==> src/rtl/plm_pkg.sv <==
package plm_pkg;

    localparam int PCM_W      = 18;
    localparam int MAG_W      = PCM_W - 1;
    localparam int MAG_MSB    = MAG_W - 1;
    localparam int CODE_W     = 7;
    localparam int MANT_W     = 8;
    localparam int FINE_N     = 12;
    localparam int FINE_W     = $clog2(FINE_N);
    localparam int SHIFT_W    = $clog2(MAG_W) + 1;
    localparam int SUM_W      = 9;
    localparam int CODE_MAX   = (1 << CODE_W) - 1;
    localparam int STEP_SHIFT = FINE_N;   // codes charged per one-bit shift

    typedef logic [MAG_W-1:0]  mag_t;
    typedef logic [CODE_W-1:0] code_t;
    typedef logic [MANT_W-1:0] mant_t;
    typedef logic [FINE_W-1:0] fine_t;

    typedef enum logic [0:0] {
        CV_IDLE = 1'b0,
        CV_NORM = 1'b1
    } cv_state_e;

    typedef struct packed {
        mag_t                 work;
        logic [SHIFT_W-1:0]   shifts;
    } norm_t;

    // Half-dB threshold ladder on an 8-bit mantissa scale (256 == 1.0).
    function automatic logic [MANT_W:0] fine_thr(input int k);
        logic [MANT_W:0] t;
        case (k)
            0:  t = 9'd256;
            1:  t = 9'd242;
            2:  t = 9'd228;
            3:  t = 9'd215;
            4:  t = 9'd204;
            5:  t = 9'd192;
            6:  t = 9'd182;
            7:  t = 9'd172;
            8:  t = 9'd162;
            9:  t = 9'd153;
            10: t = 9'd144;
            11: t = 9'd136;
            default: t = 9'd0;
        endcase
        return t;
    endfunction

    // Absolute value on MAG_W bits, saturating the most negative input.
    function automatic mag_t rectify(input logic signed [PCM_W-1:0] x);
        logic [PCM_W-1:0] a;
        a = x[PCM_W-1] ? (~x + 1'b1) : x;
        if (a[PCM_W-1])
            return {MAG_W{1'b1}};
        return a[MAG_W-1:0];
    endfunction

endpackage

==> src/rtl/plm_peak_hold.sv <==
module plm_peak_hold
    import plm_pkg::*;
#(
    parameter int DECAY_SHIFT = 3
) (
    input  logic                    clk,
    input  logic                    rst,
    input  logic                    sample_valid,
    input  logic signed [PCM_W-1:0] sample,
    input  logic                    decay_tick,
    output mag_t                    held_o
);

    mag_t held_q;
    mag_t mag;
    mag_t decayed;
    mag_t base;
    mag_t held_d;

    always_comb begin
        mag     = rectify(sample);
        decayed = held_q - (held_q >> DECAY_SHIFT);
        base    = decay_tick ? decayed : held_q;
        held_d  = (sample_valid && (mag > base)) ? mag : base;
    end

    always_ff @(posedge clk) begin
        if (rst) held_q <= '0;
        else     held_q <= held_d;
    end

    assign held_o = held_q;

    // without a tick the peak cannot fall
    a_r2_no_fall: assert property (@(posedge clk) disable iff (rst)
        !decay_tick |=> (held_q >= $past(held_q)));

    // a tick with no sample never raises the peak
    a_r3_decay_down: assert property (@(posedge clk) disable iff (rst)
        (decay_tick && !sample_valid) |=> (held_q <= $past(held_q)));

    // most negative sample saturates to full magnitude
    a_r1_min_sat: assert property (@(posedge clk) disable iff (rst)
        (sample_valid && sample == {1'b1, {MAG_W{1'b0}}}) |=> (held_q == {MAG_W{1'b1}}));

endmodule

==> src/rtl/plm_fine_cmp.sv <==
module plm_fine_cmp
    import plm_pkg::*;
(
    input  mant_t mant,
    output fine_t fine
);

    logic [FINE_N-2:0] below;

    for (genvar k = 1; k < FINE_N; k++) begin : g_thr
        assign below[k-1] = ({1'b0, mant} < fine_thr(k));
    end

    always_comb begin
        fine = '0;
        for (int i = 0; i < FINE_N - 1; i++)
            fine = fine + fine_t'(below[i]);
    end

endmodule

==> src/rtl/plm_log_fsm.sv <==
module plm_log_fsm
    import plm_pkg::*;
(
    input  logic  clk,
    input  logic  rst,
    input  logic  start,
    input  mag_t  held,
    input  fine_t fine,
    output mant_t mant,
    output logic  busy,
    output logic  done,
    output code_t code
);

    cv_state_e        state_q;
    norm_t            nrm_q;
    logic             done_q;
    code_t            code_q;
    logic [SUM_W-1:0] total;
    code_t            clamped;

    assign mant = nrm_q.work[MAG_MSB -: MANT_W];

    always_comb begin
        total   = SUM_W'(nrm_q.shifts) * SUM_W'(STEP_SHIFT) + SUM_W'(fine);
        clamped = (total > SUM_W'(CODE_MAX)) ? code_t'(CODE_MAX) : total[CODE_W-1:0];
    end

    always_ff @(posedge clk) begin
        if (rst) begin
            state_q <= CV_IDLE;
            nrm_q   <= '0;
            done_q  <= 1'b0;
            code_q  <= code_t'(CODE_MAX);
        end else begin
            done_q <= 1'b0;
            case (state_q)
                CV_IDLE: begin
                    if (start) begin
                        nrm_q.work   <= held;
                        nrm_q.shifts <= '0;
                        state_q      <= CV_NORM;
                    end
                end
                CV_NORM: begin
                    if (nrm_q.work == '0) begin
                        code_q  <= code_t'(CODE_MAX);
                        done_q  <= 1'b1;
                        state_q <= CV_IDLE;
                    end else if (nrm_q.work[MAG_MSB]) begin
                        code_q  <= clamped;
                        done_q  <= 1'b1;
                        state_q <= CV_IDLE;
                    end else begin
                        nrm_q.work   <= nrm_q.work << 1;
                        nrm_q.shifts <= nrm_q.shifts + 1'b1;
                    end
                end
                default: state_q <= CV_IDLE;
            endcase
        end
    end

    assign busy = (state_q != CV_IDLE);
    assign done = done_q;
    assign code = code_q;

    // result strobe is a single cycle
    a_r10_one_shot: assert property (@(posedge clk) disable iff (rst)
        done_q |=> !done_q);

    // busy has dropped when the result appears
    a_r10_idle_at_done: assert property (@(posedge clk) disable iff (rst)
        done_q |-> !busy);

    // each normalising step charges exactly one shift
    a_r6_shift_step: assert property (@(posedge clk) disable iff (rst)
        (state_q == CV_NORM && nrm_q.work != '0 && !nrm_q.work[MAG_MSB])
        |=> (nrm_q.shifts == $past(nrm_q.shifts) + 1'b1));

    // an empty value resolves to the floor code
    a_r8_zero_floor: assert property (@(posedge clk) disable iff (rst)
        (state_q == CV_NORM && nrm_q.work == '0) |=> (done_q && code_q == code_t'(CODE_MAX)));

    // a request during a conversion does not reload the work value
    a_r11_no_restart: assert property (@(posedge clk) disable iff (rst)
        (state_q == CV_NORM && start && nrm_q.work != '0 && !nrm_q.work[MAG_MSB])
        |=> (nrm_q.work == ($past(nrm_q.work) << 1)));

endmodule

==> src/rtl/peak_log_meter.sv <==
module peak_log_meter
    import plm_pkg::*;
#(
    parameter int DECAY_SHIFT = 3
) (
    input  logic                    clk,
    input  logic                    rst,
    input  logic                    pcm_valid_i,
    input  logic signed [PCM_W-1:0] pcm_sample_i,
    input  logic                    decay_tick_i,
    input  logic                    conv_start_i,
    output logic [MAG_W-1:0]        peak_level_o,
    output logic [CODE_W-1:0]       level_code_o,
    output logic                    code_valid_o,
    output logic                    busy_o
);

    mag_t  held;
    mant_t mant;
    fine_t fine;

    plm_peak_hold #(.DECAY_SHIFT(DECAY_SHIFT)) u_hold (
        .clk          (clk),
        .rst          (rst),
        .sample_valid (pcm_valid_i),
        .sample       (pcm_sample_i),
        .decay_tick   (decay_tick_i),
        .held_o       (held)
    );

    plm_fine_cmp u_fine (
        .mant (mant),
        .fine (fine)
    );

    plm_log_fsm u_fsm (
        .clk   (clk),
        .rst   (rst),
        .start (conv_start_i),
        .held  (held),
        .fine  (fine),
        .mant  (mant),
        .busy  (busy_o),
        .done  (code_valid_o),
        .code  (level_code_o)
    );

    assign peak_level_o = held;

endmodule

==> config.mk <==
export PLATFORM = sky130hd
export DESIGN_NAME = peak_log_meter
export DESIGN_NICKNAME = d
export VERILOG_FILES = /design/src/rtl/plm_pkg.sv /design/src/rtl/plm_peak_hold.sv /design/src/rtl/plm_fine_cmp.sv /design/src/rtl/plm_log_fsm.sv /design/src/rtl/peak_log_meter.sv
export SDC_FILE = /design/constraint.sdc
export NUM_CORES = 1
export LEC_CHECK = 0
export BUFFER_PORTS_ARGS = -buffer_cell sky130_fd_sc_hd__buf_2
export CAP_MARGIN = 0
export CORE_MARGIN = 4
export CORE_UTILIZATION = 30
export DETAILED_ROUTE_END_ITERATION = 12
export SYNTH_ARGS = -nofsm -noshare
export SYNTH_HDL_FRONTEND = slang
export SYNTH_SLANG_ARGS = --single-unit
==> constraint.sdc <==
create_clock -name clk -period 16.9 [get_ports clk]
set_clock_uncertainty 0.15 [all_clocks]
set_input_delay 3.38 -clock clk [delete_from_list [all_inputs] [get_ports clk]]
set_output_delay 3.38 -clock clk [all_outputs]
set_load 0.1 [all_outputs]
[Yosys cells after proc, flatten, opt, wreduce, memory -nomap -nowiden]
Cells that the tools add are included.
Operators by class
  add/subtract/negate cells: 14
  multiply operators: 1
  div/mod/pow operators: 0
  order comparisons: 13
  eq/ne operators: 3
  shift operators: 0
  multiplexer cells: 19
  bitwise logic cells: 2
  reductions and logical operators: 7
Operator list (number)
  < comparator 8 bit (second input constant): 11
  two-way mux 23 bit: 3
  two-way mux 17 bit: 4
  case mux 23 bit (2 select lines): 1
  adder 4 x 1 -> 4 bit: 9
  two-way mux 7 bit: 3
  adder 18 x 1 -> 18 bit (second input constant): 1
  two-way mux 18 bit: 1
  NOT 18 bit: 1
  greater-than comparator 17 bit: 1
  logical NOT 17 bit: 1
  subtractor 17 x 14 -> 17 bit: 1
  adder 9 x 4 -> 9 bit: 1
  greater-than comparator 9 x 7 -> 1 bit (second input constant): 1
  multiplier 6 x 2 -> 7 bit (second input constant): 1
  adder 6 x 1 -> 6 bit (second input constant): 1
  two-way mux 1 bit: 6
  inequality test 2 bit (second input constant): 3
  AND reduction 2 bit: 2
  AND reduction 3 bit: 1
  adder 1 x 1 -> 2 bit: 1
  case mux 1 bit (2 select lines): 1
  nonzero test 2 bit: 1
  OR reduction 2 bit: 1
  2 further kinds: 2
Word-level totals
  register bits: 49
  latch bits: 0
  bits in writable memories: 0
  bits in read-only memories: 0
  bits of input ports: 23
  output and inout bits: 26
  logic and storage cells: 66
  memories kept: 0

[Depth between registers and ports, before layout]
  depth after elaboration: 16
  gate-level depth with buffers: 21

[Modules after synthesis]
Synthesis repeated with hierarchy kept, for this count alone.
Unflattened totals
  cell total of the unflattened synthesis: 622
  area total of the unflattened synthesis: 4850.9 um2
Modules (own cells, without submodules)
  plm_peak_hold: instances 1, cells each 342, area each 2509.9 um2, seq. area each 340.3 um2
  plm_log_fsm: instances 1, cells each 233, area each 1951.9 um2, seq. area each 640.6 um2
  plm_fine_cmp: instances 1, cells each 47, area each 389.1 um2, seq. area each 0.0 um2

[Worst setup path before layout]
OpenSTA, ideal clock, no wires.
  path type: input -> register
  from: input pcm_sample_i[9]
  to: register u_hold.held_q[1] (netlist: u_hold.held_o[1])
  library setup time: 0.116 ns
  data arrival time: 6.150 ns
  required time: 16.634 ns
  path slack: 10.484 ns
  cell stages on the path: 13
  cells stage by stage: or3_4 or3_4 o41ai_1 a21oi_1 ha_1 a21oi_1 o21ai_0 a21oi_1 and3_1 clkbuf_1 clkbuf_1 o21ai_0 o211a_1
Between the ends
  cells in the longest elaborated chain, start to end: 8
RTL lines
  start: declaration: RTL line peak_log_meter.sv:9  | input logic signed [PCM_W-1:0] pcm_sample_i,
  NOT 18 bit: RTL line plm_pkg.sv:54  | a = x[PCM_W-1] ? (~x + 1'b1) : x;
  adder 18 x 1 -> 18 bit: RTL line plm_pkg.sv:54
  two-way mux 18 bit (*): RTL line plm_pkg.sv:54
  two-way mux 1 bit: RTL line plm_pkg.sv:55  | if (a[PCM_W-1])
  two-way mux 17 bit (*): RTL line plm_pkg.sv:57  | return a[MAG_W-1:0];
  greater-than comparator 17 bit: RTL line plm_peak_hold.sv:24  | held_d = (sample_valid && (mag > base)) ? mag : base;
  logical AND 1 bit: RTL line plm_peak_hold.sv:24
  two-way mux 17 bit (*): RTL line plm_peak_hold.sv:24
  end signal: assignment: RTL line plm_peak_hold.sv:29  | else held_q <= held_d;
  end: declaration: RTL line plm_peak_hold.sv:14  | mag_t held_q;
Every way passes the cells marked *; elsewhere a longest branch is shown, timed or not.
A chain may end at the register's enable or synchronous reset.

[Worst setup path after layout]
  from: input pcm_sample_i[7]
  to: register u_hold.held_q[11] (netlist: u_hold.held_o[11])
Same word-level chain as after synthesis.

==> qor.log <==
qor: synthesis.fraction_of_the_yosys_area_taken_by_sequential_cells 21.33%
qor: grt.maximum_number_of_pins_on_one_net_before_global_route_repair 40
qor: synthesis.synth_enable_flop_cells 0
qor: critical_path.crit_chain buf_2, nor3_1, nand3_1, o31a_1, o21a_1, ha_1, a21oi_1, o21ai_0, nand2b_1, o311a_1, nand2_1, a31o_2
qor: clock_tree.clock-root-buffer sky130_fd_sc_hd__clkbuf_16
qor: power.power.switching 525.2 uW
qor: placement.routabilityCongestion 0.8663
qor: power.powerDensity 186.1 nW/um2
qor: clock_tree.clk_transition_reported_paths 0.07 ns
qor: sta.hold-worst-slack 0.3242 ns
qor: routing.wl_per_cell 14.54 um
qor: layout.areaGrowthSynthToFinish 10.86%
qor: synthesis.synthesis.yosys.warnings 0
qor: floorplan.die_y 131.8 um
qor: routing.top_layer met4
qor: critical_path.setup_slack_on_the_worst_flop_to_flop_path 11.31 ns
qor: clock_tree.cts.path.max_buffers 2
qor: power.p_comb_share 71.1%
qor: floorplan.die_width 131.8 um
qor: sta.setup_tns 0 ns
qor: clock_tree.worstSkewPairLatency 0.29 ns
qor: critical_path.crit_path_top_delay_cell sky130_fd_sc_hd__nor3_1
qor: synthesis.postSynthAreaPerCell 7.638 um2
qor: sta.layout_setup_ws 10.18 ns
qor: layout.stdcell_area 5097 um2
qor: clock_tree.cts_tree built
qor: floorplan.top_level_ports 49
qor: synthesis.synth_area 4598 um2
qor: grt.globalRouteTotalUtil 13.41%
qor: min_path.hold_path_class flop to flop
qor: floorplan.start_util 31.17%
qor: critical_path.source_of_the_worst_register_to_register_timing_path u_fsm.mant[7]
qor: critical_path.arrival 6.76 ns
qor: sta.slew_headroom 48.99%
qor: layout.antenna-diode-count 0
qor: routing.finalWirelength 11820 um
qor: power.leakagePower 2.081 nW
qor: floorplan.floorplan.die_area 17370 um2
qor: grt.grt_antenna_before_repair 0
qor: sta.finalHoldViolations 0
qor: critical_path.critical_path.startpoint pcm_sample_i[7]
qor: clock_tree.clock_tree.htree_level_count 2
qor: clock_tree.cts_sinks 49
qor: sta.timing.final.crit_period 6.724 ns
qor: power.proportion_of_power_drawn_by_flip_flops_and_latches 18.2%
qor: sta.post-route-period-util 39.79%
qor: layout.fin_util 34.55%
qor: critical_path.setup.worst_path.class primary input to flop
qor: critical_path.critical_path.max_stage_delay 0.60 ns
qor: synthesis.asyncSetResetFlopFracSynth 0%
qor: synthesis.syn-num-nets 678
qor: power.ir_drop 0.05665 mV
qor: job.maxCapViolations 0
qor: synthesis.yosys_register_bits 49
qor: routing.drtAntennaViolNets 0
qor: clock_tree.cts_hold_buffers 0
qor: placement.pre_cts_ws 9.925 ns
qor: critical_path.crit_required 16.94 ns
qor: grt.total_congestion_overflow 0
qor: floorplan.rows 44
qor: clock_tree.cts-buffers-inserted 5
qor: critical_path.startpoint_type primary input
qor: routing.detail_route.wirelength.met1 5749 um
qor: critical_path.critical_path.max_fanout 15
qor: synthesis.synthesis.instances 602
qor: floorplan.coreArea 14750 um2
qor: grt.grt_pass1_vias 4144
qor: grt.first_pass_grt_wire_length 20010 um
qor: sta.timing.final.max_slew_violations 0
qor: power.internal_power 423.4 uW
qor: power.swShare 55.37%
qor: routing.routed-wl-met2 5373 um
qor: sta.grt_setup_unrepaired false
qor: min_path.hold_start u_fsm.nrm_q[10]
qor: placement.port_buffers 48
qor: sta.setup_viol 0
qor: routing.met3_length 551 um
qor: routing.tritonroute_pass_1_iters 4
qor: routing.dr.first_iter.drc_count 213
qor: power.power.clock.fraction 10.7%
qor: sta.worst_slew_pin_slew 0.7532 ns
qor: clock_tree.post-cts-setup-buffers 0
qor: routing.vias 4382
qor: clock_tree.post_cts.resized_instances 0
qor: status.outcome finished, final reports clean
qor: placement.post_dp_cell_area 4950 um2
qor: layout.fraction_of_layout_instances_using_a_drive_strength_above_1 11.45%
qor: routing.detail_route.drc_violations 0
qor: synthesis.synth.lib_cells_used.distinct 61
qor: placement.dpl.hpwl 9328 um
qor: routing.routed_via_density 5.390
qor: layout.final_nets 704
qor: sta.achievable-frequency 148.7 MHz
qor: critical_path.end_kind flop
qor: synthesis.synth_ff_type sky130_fd_sc_hd__dfxtp_1
==> kinds of logic (layout without fill, tap and decap cells) <==
family,Yosys count,after routing,share of synthesized area [%]
flip-flops,49,49,21.33
adder cells (fa/ha/maj),53,53,15.89
multiplexers,7,7,1.524
buffers and inverters,69,96,6.013
AO/OA/AOI/OAI,195,195,28.05
XOR/XNOR,23,23,4.381
AND/OR/NAND/NOR,206,206,22.80
==> per-stage QoR <==
stage                     power [mW]  instances
final                         0.9486        813
after global routing           1.040        813
after CTS                     0.9504        813
after detailed placement      0.8465        805
after global placement        0.8458        805
after floorplan               0.7128        602
==> synth_stat cells, types with 7 or more instances <==
master | n | area [um2]
sky130_fd_sc_hd__o21ai_0 | 35 | 175.2
sky130_fd_sc_hd__nor2_1 | 33 | 123.9
sky130_fd_sc_hd__a21o_1 | 9 | 67.56
sky130_fd_sc_hd__a211oi_1 | 14 | 105.1
sky130_fd_sc_hd__nand3_1 | 35 | 175.2
sky130_fd_sc_hd__fa_1 | 9 | 180.2
sky130_fd_sc_hd__o211ai_1 | 8 | 60.06
sky130_fd_sc_hd__nor3_1 | 15 | 75.07
sky130_fd_sc_hd__a31oi_1 | 9 | 56.30
sky130_fd_sc_hd__and3_1 | 13 | 81.33
sky130_fd_sc_hd__mux2i_1 | 7 | 70.07
sky130_fd_sc_hd__nand2_1 | 63 | 236.5
sky130_fd_sc_hd__a21oi_1 | 56 | 280.3
sky130_fd_sc_hd__dfxtp_1 | 49 | 980.9
sky130_fd_sc_hd__clkbuf_1 | 27 | 101.4
sky130_fd_sc_hd__o21a_1 | 7 | 52.55
sky130_fd_sc_hd__o31ai_1 | 8 | 60.06
sky130_fd_sc_hd__ha_1 | 44 | 550.5
sky130_fd_sc_hd__xnor2_1 | 17 | 148.9
sky130_fd_sc_hd__inv_1 | 37 | 138.9
==> worst max-delay path, delay by kind of cell <==
family                   cells  cell delay (ns)
AO/OA/AOI/OAI                6             1.54
adder cells (fa/ha/maj)      1             0.31
buffers and inverters        1             0.11
AND/OR/NAND/NOR              4             1.42
==> per-layer routing <==
| layer | GRT usage, % | vias to the layer above |
|---|---|---|
| met2 | 22.61 | 86 |
| met3 | 2.176 | 12 |
| li1 | - | 2279 |
| met5 | 0 | - |
| met4 | 2.684 | 0 |
| met1 | 18.19 | 2005 |
==> power groups by stage <==
stage	sequential, mW	combinational, mW	clock [mW]
after global placement	0.176	0.670	0
after detailed placement	0.175	0.672	0
after floorplan	0.278	0.435	0
after CTS	0.172	0.674	0.104
final	0.173	0.675	0.101
after global routing	0.176	0.757	0.107
==> flip-flops by register name, summed over array words and instances, names as in the netlist <==
| register | count |
|---|---|
| u_hold.held_o | 17 |
| u_fsm.nrm_q | 15 |
| u_fsm.done | 1 |
| u_fsm.mant | 8 |
| u_fsm.code | 7 |
| u_fsm.busy | 1 |
==> final cells by class <==
| type | instances | area (um2) |
|---|---|---|
| Clock buffer | 5 | 125.1 |
| Fill cell | 1607 | 9657 |
| Sequential cell | 49 | 980.9 |
| Multi-Input combinational cell | 484 | 3341 |
| Inverter | 38 | 142.6 |
| Timing Repair Buffer | 50 | 255.2 |
| Tap cell | 184 | 230.2 |
| Clock inverter | 3 | 22.52 |
==> placed cells by master (no fill, tap or decap), drive strengths merged, types with 13 or more instances in the layout <==
cell	instances
a21oi	56
nand2	63
buf	50
a211oi	14
o21ai	35
xnor2	17
nor2	34
nand3	35
and3	13
dfxtp	49
ha	44
nor3	17
inv	37
==> worst paths after layout <==
| kind | to | cells after the start |
|---|---|---|
| worst min-delay path | u_fsm.nrm_q[10] | 2 |
| worst max-delay path | u_hold.held_o[11] | 12 |
| worst max register to register | u_fsm.code[4] | 17 |
| worst min register to register | u_fsm.nrm_q[10] | 2 |
Note: power is estimated with default switching activity, not from simulation.
